### src/rtl/affine_pkg.sv
`timescale 1ns/1ps
package affine_pkg;

  // Larger of two integers.
  function automatic int fx_max(input int a, input int b);
    return (a > b) ? a : b;
  endfunction

  // Integer bits (sign included) of a product of two signed formats.
  function automatic int fx_mul_ib(input int ia, input int ib);
    return ia + ib;
  endfunction

  // Integer bits of a sum of two signed formats.
  function automatic int fx_add_ib(input int ia, input int ib);
    return fx_max(ia, ib) + 1;
  endfunction

  // Fraction bits of a sum (a product adds the two fraction counts).
  function automatic int fx_add_fb(input int fa, input int fb);
    return fx_max(fa, fb);
  endfunction

endpackage

### src/rtl/affine_mul_pair.sv
`timescale 1ns/1ps
// Stage 1 of one lane: the two coefficient-by-coordinate products,
// registered at full width.
module affine_mul_pair #(
  parameter int GAIN_W = 19,
  parameter int CRD_W  = 11,
  localparam int PROD_W = GAIN_W + CRD_W
) (
  input  logic                     clk,
  input  logic signed [GAIN_W-1:0] g_x,
  input  logic signed [GAIN_W-1:0] g_y,
  input  logic signed [CRD_W-1:0]  crd_x,
  input  logic signed [CRD_W-1:0]  crd_y,
  output logic signed [PROD_W-1:0] prod_x,
  output logic signed [PROD_W-1:0] prod_y
);

  always_ff @(posedge clk) begin
    prod_x <= PROD_W'(g_x) * PROD_W'(crd_x);
    prod_y <= PROD_W'(g_y) * PROD_W'(crd_y);
  end

endmodule

### src/rtl/affine_sum_sat.sv
`timescale 1ns/1ps
// Stage 2 of one lane: full-precision three-term sum, then floor of the
// fraction and saturation of the integer part to the result format.
module affine_sum_sat
  import affine_pkg::*;
#(
  parameter int P_IB = 14,
  parameter int P_FB = 16,
  parameter int O_IB = 11,
  parameter int O_FB = 16,
  parameter int R_IB = 13,
  parameter int R_FB = 8,
  localparam int P_W    = P_IB + P_FB,
  localparam int O_W    = O_IB + O_FB,
  localparam int R_W    = R_IB + R_FB,
  localparam int PP_IB  = fx_add_ib(P_IB, P_IB),
  localparam int ACC_IB = fx_add_ib(PP_IB, O_IB),
  localparam int ACC_FB = fx_add_fb(P_FB, O_FB),
  localparam int ACC_W  = ACC_IB + ACC_FB,
  localparam int DROP   = ACC_FB - R_FB
) (
  input  logic signed [P_W-1:0] prod_x,
  input  logic signed [P_W-1:0] prod_y,
  input  logic signed [O_W-1:0] ofs,
  output logic        [R_W-1:0] res
);

  logic signed [ACC_W-1:0] al_x, al_y, al_o, acc, flr;
  logic        [ACC_W-R_W:0] hi;
  logic                      ovf_pos, ovf_neg;

  always_comb begin
    al_x = ACC_W'(prod_x) <<< (ACC_FB - P_FB);
    al_y = ACC_W'(prod_y) <<< (ACC_FB - P_FB);
    al_o = ACC_W'(ofs)    <<< (ACC_FB - O_FB);
    acc  = al_x + al_y + al_o;
    flr  = acc >>> DROP;
    hi   = flr[ACC_W-1:R_W-1];
    ovf_pos = !flr[ACC_W-1] && (|hi);
    ovf_neg =  flr[ACC_W-1] && !(&hi);
    if (ovf_pos)
      res = {1'b0, {(R_W-1){1'b1}}};
    else if (ovf_neg)
      res = {1'b1, {(R_W-1){1'b0}}};
    else
      res = flr[R_W-1:0];
  end

endmodule

### src/rtl/affine_coord_mapper.sv
`timescale 1ns/1ps
module affine_coord_mapper
  import affine_pkg::*;
#(
  parameter int GAIN_IB = 3,
  parameter int GAIN_FB = 16,
  parameter int CRD_W   = 11,
  parameter int OFS_IB  = 11,
  parameter int OFS_FB  = 16,
  parameter int OUT_IB  = 13,
  parameter int OUT_FB  = 8,
  localparam int GAIN_W = GAIN_IB + GAIN_FB,
  localparam int OFS_W  = OFS_IB + OFS_FB,
  localparam int RES_W  = OUT_IB + OUT_FB,
  localparam int PROD_IB = fx_mul_ib(GAIN_IB, CRD_W),
  localparam int PROD_W  = GAIN_W + CRD_W,
  localparam int LANES   = 2
) (
  input  logic                   clk,
  input  logic                   rst,
  input  logic [GAIN_W-1:0]      gain_xx,
  input  logic [GAIN_W-1:0]      gain_xy,
  input  logic [GAIN_W-1:0]      gain_yx,
  input  logic [GAIN_W-1:0]      gain_yy,
  input  logic [OFS_W-1:0]       ofs_x,
  input  logic [OFS_W-1:0]       ofs_y,
  input  logic                   in_valid,
  input  logic [2*CRD_W-1:0]     in_coord,
  output logic                   out_valid,
  output logic [LANES*RES_W-1:0] out_coord
);

  logic signed [CRD_W-1:0]  crd_x, crd_y;
  logic signed [GAIN_W-1:0] gain_m [LANES][2];
  logic signed [OFS_W-1:0]  ofs_v  [LANES];
  logic signed [PROD_W-1:0] prod_x [LANES];
  logic signed [PROD_W-1:0] prod_y [LANES];
  logic [RES_W-1:0]         lane_res [LANES];
  logic [LANES*RES_W-1:0]   packed_res;
  logic                     s1_valid;

  assign crd_x = in_coord[CRD_W-1:0];
  assign crd_y = in_coord[2*CRD_W-1:CRD_W];

  assign gain_m[0][0] = gain_xx;
  assign gain_m[0][1] = gain_xy;
  assign gain_m[1][0] = gain_yx;
  assign gain_m[1][1] = gain_yy;
  assign ofs_v[0]     = ofs_x;
  assign ofs_v[1]     = ofs_y;

  for (genvar i = 0; i < LANES; i++) begin : g_lane
    affine_mul_pair #(
      .GAIN_W (GAIN_W),
      .CRD_W  (CRD_W)
    ) u_mul (
      .clk    (clk),
      .g_x    (gain_m[i][0]),
      .g_y    (gain_m[i][1]),
      .crd_x  (crd_x),
      .crd_y  (crd_y),
      .prod_x (prod_x[i]),
      .prod_y (prod_y[i])
    );

    affine_sum_sat #(
      .P_IB (PROD_IB),
      .P_FB (GAIN_FB),
      .O_IB (OFS_IB),
      .O_FB (OFS_FB),
      .R_IB (OUT_IB),
      .R_FB (OUT_FB)
    ) u_sum (
      .prod_x (prod_x[i]),
      .prod_y (prod_y[i]),
      .ofs    (ofs_v[i]),
      .res    (lane_res[i])
    );

    assign packed_res[i*RES_W +: RES_W] = lane_res[i];
  end

  always_ff @(posedge clk) begin
    if (rst) begin
      s1_valid  <= 1'b0;
      out_valid <= 1'b0;
      out_coord <= '0;
    end else begin
      s1_valid  <= in_valid;
      out_valid <= s1_valid;
      if (s1_valid)
        out_coord <= packed_res;
    end
  end

endmodule

### config.mk
export PLATFORM = sky130hd
export DESIGN_NAME = affine_coord_mapper
export DESIGN_NICKNAME = d
export VERILOG_FILES = /design/src/rtl/affine_pkg.sv /design/src/rtl/affine_mul_pair.sv /design/src/rtl/affine_sum_sat.sv /design/src/rtl/affine_coord_mapper.sv
export SDC_FILE = /design/constraint.sdc
export NUM_CORES = 2
export LEC_CHECK = 0
export BUFFER_PORTS_ARGS = -buffer_cell sky130_fd_sc_hd__buf_2
export CAP_MARGIN = 0
export CORE_UTILIZATION = 25
export DETAILED_ROUTE_END_ITERATION = 8
export PLACE_DENSITY = 0.49
export RECOVER_POWER = 50
export SLEW_MARGIN = 20
export SYNTH_ARGS = -nofsm -noshare
export SYNTH_HDL_FRONTEND = slang
export SYNTH_SLANG_ARGS = --single-unit
### constraint.sdc
create_clock -name clk -period 12.25 [get_ports clk]
set_input_delay 0 -clock clk [delete_from_list [all_inputs] [get_ports clk]]
set_output_delay 0 -clock clk [all_outputs]
set_load 0.01 [all_outputs]
; ---- Word level (Yosys, flattened, before mapping)
; Cells that the tools add are included.
[totals]
out_inout_bits = 43
regBits = 164
word_cells = 31
input_bits = 155
[op_classes]
muxes = 4
reduce_logical = 12
addsub = 4
mul = 4
[ops]
columns = op, count
row1 = 19-bit by 11-bit multiplier with 30-bit output, 4
row2 = 21-bit 2-to-1 mux, 4
row3 = 31-bit by 27-bit adder with 32-bit output, 2
row4 = 30-bit by 30-bit adder with 31-bit output, 2
row5 = 4-bit AND reduction, 2
row6 = 4-bit OR reduction, 2
row7 = 1-bit logical AND, 4
row8 = 1-bit logical NOT, 4

; ---- Longest topological paths before layout
[depth]
depth_word = 7
ltp_mapped = 24
depth_no_buf = 22

; ---- Cells and area by module
; A second synthesis with hierarchy kept.
[unflattened]
cells_unflattened = 4389
area_unflattened_um2 = 38846.0
[modules_own_cells]
columns = mod, seq_area_each_um2, area_per_inst_um2, cells_each, instances
row1 = affine_mul_pair (g_lane[0].u_mul), 1201.2, 16432.0, 1838, 1
row2 = affine_mul_pair (g_lane[1].u_mul), 1201.2, 16150.5, 1791, 1
row3 = affine_sum_sat, 0.0, 2339.7, 310, 2
row4 = affine_coord_mapper, 880.8, 1584.0, 140, 1

; ---- Worst setup path before layout
; No wires, ideal clock.
[synth_timing]
path_type = in2reg
start = input in_coord[2]
end = register g_lane[1].u_mul.prod_x[29]
arrival_time_ps = 5504
stages = 21
n_path_buf = 2
required_ps = 12130
setup_time_ps = 120
setup_slack_ps = 6626
path_cell_list = clkbuf_1 clkbuf_1 nand2_1 fa_1 fa_1 inv_1 fa_1 fa_1 inv_1 fa_1 inv_1 ha_1 and3_1 a221o_1 o21ai_0 a211oi_1 nor3b_1 nor3b_1 a2111oi_0 a21oi_1 xnor2_1
[synth_between]
elab_chain_len = 1
[synth_rtl]
columns = item, line
row1 = from (decl), affine_coord_mapper.sv:28  ; input logic [2*CRD_W-1:0] in_coord,
row2 = 19-bit by 11-bit multiplier with 30-bit output, affine_mul_pair.sv:19  ; prod_x <= PROD_W'(g_x) * PROD_W'(crd_x);
row3 = to (signal assigned), affine_mul_pair.sv:19
row4 = to (decl), affine_mul_pair.sv:14  ; output logic signed [PROD_W-1:0] prod_x,
; Every way passes these cells.
; A chain may end at the register's enable or synchronous reset.

; ---- Final worst setup path
[layout_timing]
start = input gain_xx[0]
end = register g_lane[0].u_mul.prod_x[29]
[layout_between]
elab_chain_len = 1
[layout_rtl]
columns = item, line
row1 = from (decl), affine_coord_mapper.sv:21  ; input logic [GAIN_W-1:0] gain_xx,
row2 = 19-bit by 11-bit multiplier with 30-bit output, affine_mul_pair.sv:19
row3 = to (signal assigned), affine_mul_pair.sv:19
row4 = to (decl), affine_mul_pair.sv:14
; Every way passes these cells.

==> run metrics <==
Die W=~400 um; Syn Area/Cell=9.19 um^2; pin count of the biggest net entering global routing=39; RR Startpoint=g_lane[1].u_mul.prod_y[3]; total CTS buffers=17; Final ANT Viol Nets=0; reg-to-reg endpoint=out_coord[32]; placed inst area=0.0403 mm^2; f_max=160 MHz; status=finished with violations; worst path bufs/invs=5; met3 WL=approximately 4100 um; RSZ-0062 raised after global routing=false; Max-Cap Viols=1; main flop type after synthesis=dfxtp_1; gr usage total=between 10% and 20%; Crit-path slowest cell=clkbuf_1; CTS clk-pin slew, worst paths=approximately 0.070 ns; FP Rows=about 140; PortBufs=197; Top Layer Used=met5; Via Count=approximately 26000; Inst Count DP=a little over 6000; Sink Count=roughly 160; Die ar.=between 0.15 and 0.2 mm^2; fin crit period=roughly 6.2 ns; Critical Path Fanout Max=12; Worst EP arrival=~6.7 ns; core area=about 0.15 mm^2; largest area contributor in the netlist=fa_1; wire per inst=approximately 17 um; met2 wire length=50300 um; I/O Pins=~200; proportion of layout cells with a drive suffix above 1=5.81%; initial antenna violation count=21; vias in the first global route=about 29000; Metal-1 WL=between 40000 and 50000 um; CTS max path bufs=2; WHS Endpoint=g_lane[1].u_mul.prod_x[1]; Initial Utilization=about a quarter; Post-synth ARST share=0%; most frequent cells in the layout=inv_1, fa_1, nand2_1; Setup violations, final=0; Avg Vias per Cell=~4.3; max_slew headroom=-24.6%; failing checks=capacitance limit, slew limit; Setup Buffers After CTS=0; first-pass GRT wire length=165000 um; Yosys cell types=80; family with the most delay on the worst path=adder cells; CTS tree=built; crit share post-route=51.0%; worst slew pin tran=between 1.5 and 2 ns; worst hold-check slack=around 0.060 ns; Final Hold Fails=0; DPL Wire Length=around 86000 um; Die H=a little under 400 um; Worst Skew=0.0130 ns; largest cells by area after synthesis=fa_1, ha_1, inv_1, dfxtp_1, and2_1; HP Start=gain_yx[1]; Synth Warn #=0; Pre-antenna DRT Iters=5; drt initial violations=1082; kind of critical path=in -> reg; Top cell by count, worst path=fa_1; Area Growth Syn to Fin=8.95%; Final nets=5419; Startpoint Class=primary input; Setup TNS=0 ns; cells along the critical path=dlygate4sd3_1 > clkbuf_1 > nand2b_1 > fa_1 > fa_1 > inv_1 > fa_1 > fa_1 > inv_1 > fa_1 > inv_1 > ha_1 > a2111oi_0 > o21ai_0 > a41oi_1 > o21ai_0 > a31o_2 > o221ai_1 > o2111ai_1 > a21oi_1 > xnor2_1; R2R setup slack=about 7.5 ns; RePlAce Congestion=just over 0.8; Hold Crit Class=in -> reg; synthesized cell area=roughly 0.037 mm^2; Critical Path RT=about 13 ns; WL final=103000 um; max-slew violation count=29; critical path capture point type=flip-flop; Post-synth EDFFs=0; fin area=0.0408 mm^2; CTS root buffer=clkbuf_16; Yosys reg bits=164; fill cell count=15900; hold path depth=3; Post-Synth Adder-Cell Area=a little over half; Layout Cells excl Fill=around 6000; largest family of logic cells by synthesized area=adder cells; register area=0.00328 mm^2; post-synth top area share=between 40% and 50%; sequential area share after synthesis=slightly below 9%; post-synthesis xor/xnor area fraction=~3.7%; post-synthesis mux area share=less than 1%; synthesized instance count=4073; Synth Area in Compound Gates=~7.6%; commonest non-fill, non-tap cell in the layout=inv_1; total gr overflow=0; Worst-Skew Late Latency=approximately 0.50 ns; area used by multi-input combinational logic=approximately 0.030 mm^2; Mapped Nets=approximately 5400; Simple-Gate Fraction of Synth Area=between 10% and 20%; H-tree levels=4; CP max stage delay=roughly 0.53 ns; Residual DRC=0; worst r2r path cells=12
layer usage:
layer	GRT usage, %	vias up
met3	2.66	110
met4	4.27	22
met5	0	-
met1	17.8	13400
li1	-	12400
met2	24.4	375
how the worst max path moves through the flow:
| stage | end | startpoint | cells after the start | slack, ns |
|---|---|---|---|---|
| floorplan | g_lane[1].u_mul.prod_x[29] | in_coord[2] | 21 | 6.63 |
| detailed placement | g_lane[0].u_mul.prod_x[29] | in_coord[2] | 21 | 5.98 |
| finish | g_lane[0].u_mul.prod_x[29] | gain_xx[0] | 21 | 6.00 |
| CTS | g_lane[0].u_mul.prod_x[29] | gain_xx[0] | 21 | 6.24 |
| global route | g_lane[0].u_mul.prod_x[29] | gain_xx[0] | 21 | 5.45 |
| global placement | g_lane[1].u_mul.prod_x[29] | in_coord[2] | 21 | 6.05 |
area by class of cell:
| class | instances | share of cell area [%] |
|---|---|---|
| Antenna cell | 6 | 0.0368 |
| Tap cell | 1930 | 5.92 |
| Timing Repair Buffer | 225 | 2.80 |
| Multi-Input combinational cell | 2853 | 73.6 |
| Clock inverter | 15 | 0.439 |
| Inverter | 877 | 8.07 |
| Clock buffer | 17 | 1.04 |
| Sequential cell | 164 | 8.05 |
worst reg2reg max path, cell delays in order, from the launching register on:
cell and delay (ns):
dfxtp_1 0.31, fa_1 0.45, ha_1 0.30, nand3_1 0.08, o21ai_2 0.18, a2111oi_0 0.22
nor4b_1 1.11, o211ai_4 0.21, a31o_2 0.32, nor3b_2 0.17, nor4_1 0.44, and2_1 0.68
a221o_1 0.22
cell usage after synthesis (3+ instances only):
cell type and count:
a2111oi_0 5, a211o_1 6, a211oi_1 16, a211oi_2 21, a21o_1 58, a21oi_1 101
a221o_1 20, a311oi_1 7, a31o_2 5, a31oi_1 13, a41o_1 3, and2_1 341
and3_1 14, and4_1 5, buf_1 4, buf_4 5, buf_6 3, clkbuf_1 167
dfxtp_1 164, fa_1 814, ha_1 312, inv_1 877, nand2_1 504, nand2b_1 31
nand3_1 34, nand3b_1 4, nand4_1 9, nor2_1 158, nor2b_1 16, nor3_1 23
nor3b_1 7, nor4_1 3, o2111ai_1 3, o211ai_1 7, o21a_1 27, o21ai_0 51
o21bai_1 15, o31ai_1 4, or2_2 8, or3_1 5, or4_1 3, xnor2_1 121
xor2_1 36
through the flow:
stage / util [%] / worst slack (ns)
6_report: 27.5 / 6.00
5_1_grt: 27.5 / 5.45
4_1_cts: 27.6 / 6.24
3_5_place_dp: 27.2 / 5.98
3_3_place_gp: 27.2 / 6.05
2_1_floorplan: - / 6.63
cells by family after synthesis:
kind of cell               after synthesis
AOI/OAI and AO/OA                      393
xor gates and xnor gates               157
and+or+nand+nor                       1176
buffers and inverters                 1056
muxes                                    1
adders and majority gates             1126
DFF                                    164
state kept, by name (all words and copies together), names as in the netlist:
name	cells
out_valid	1
s1_valid	1
g_lane.u_mul.prod_x	60
out_coord	42
g_lane.u_mul.prod_y	60
what timing repair did:
item                                   CTS  global route
endpoints found under the hold margin    5             0
hold buffers                             5             0
resized for setup                        0             0
Power is not shown: default switching activity piles up to over one toggle a cycle in this logic, so the estimate is an artifact.
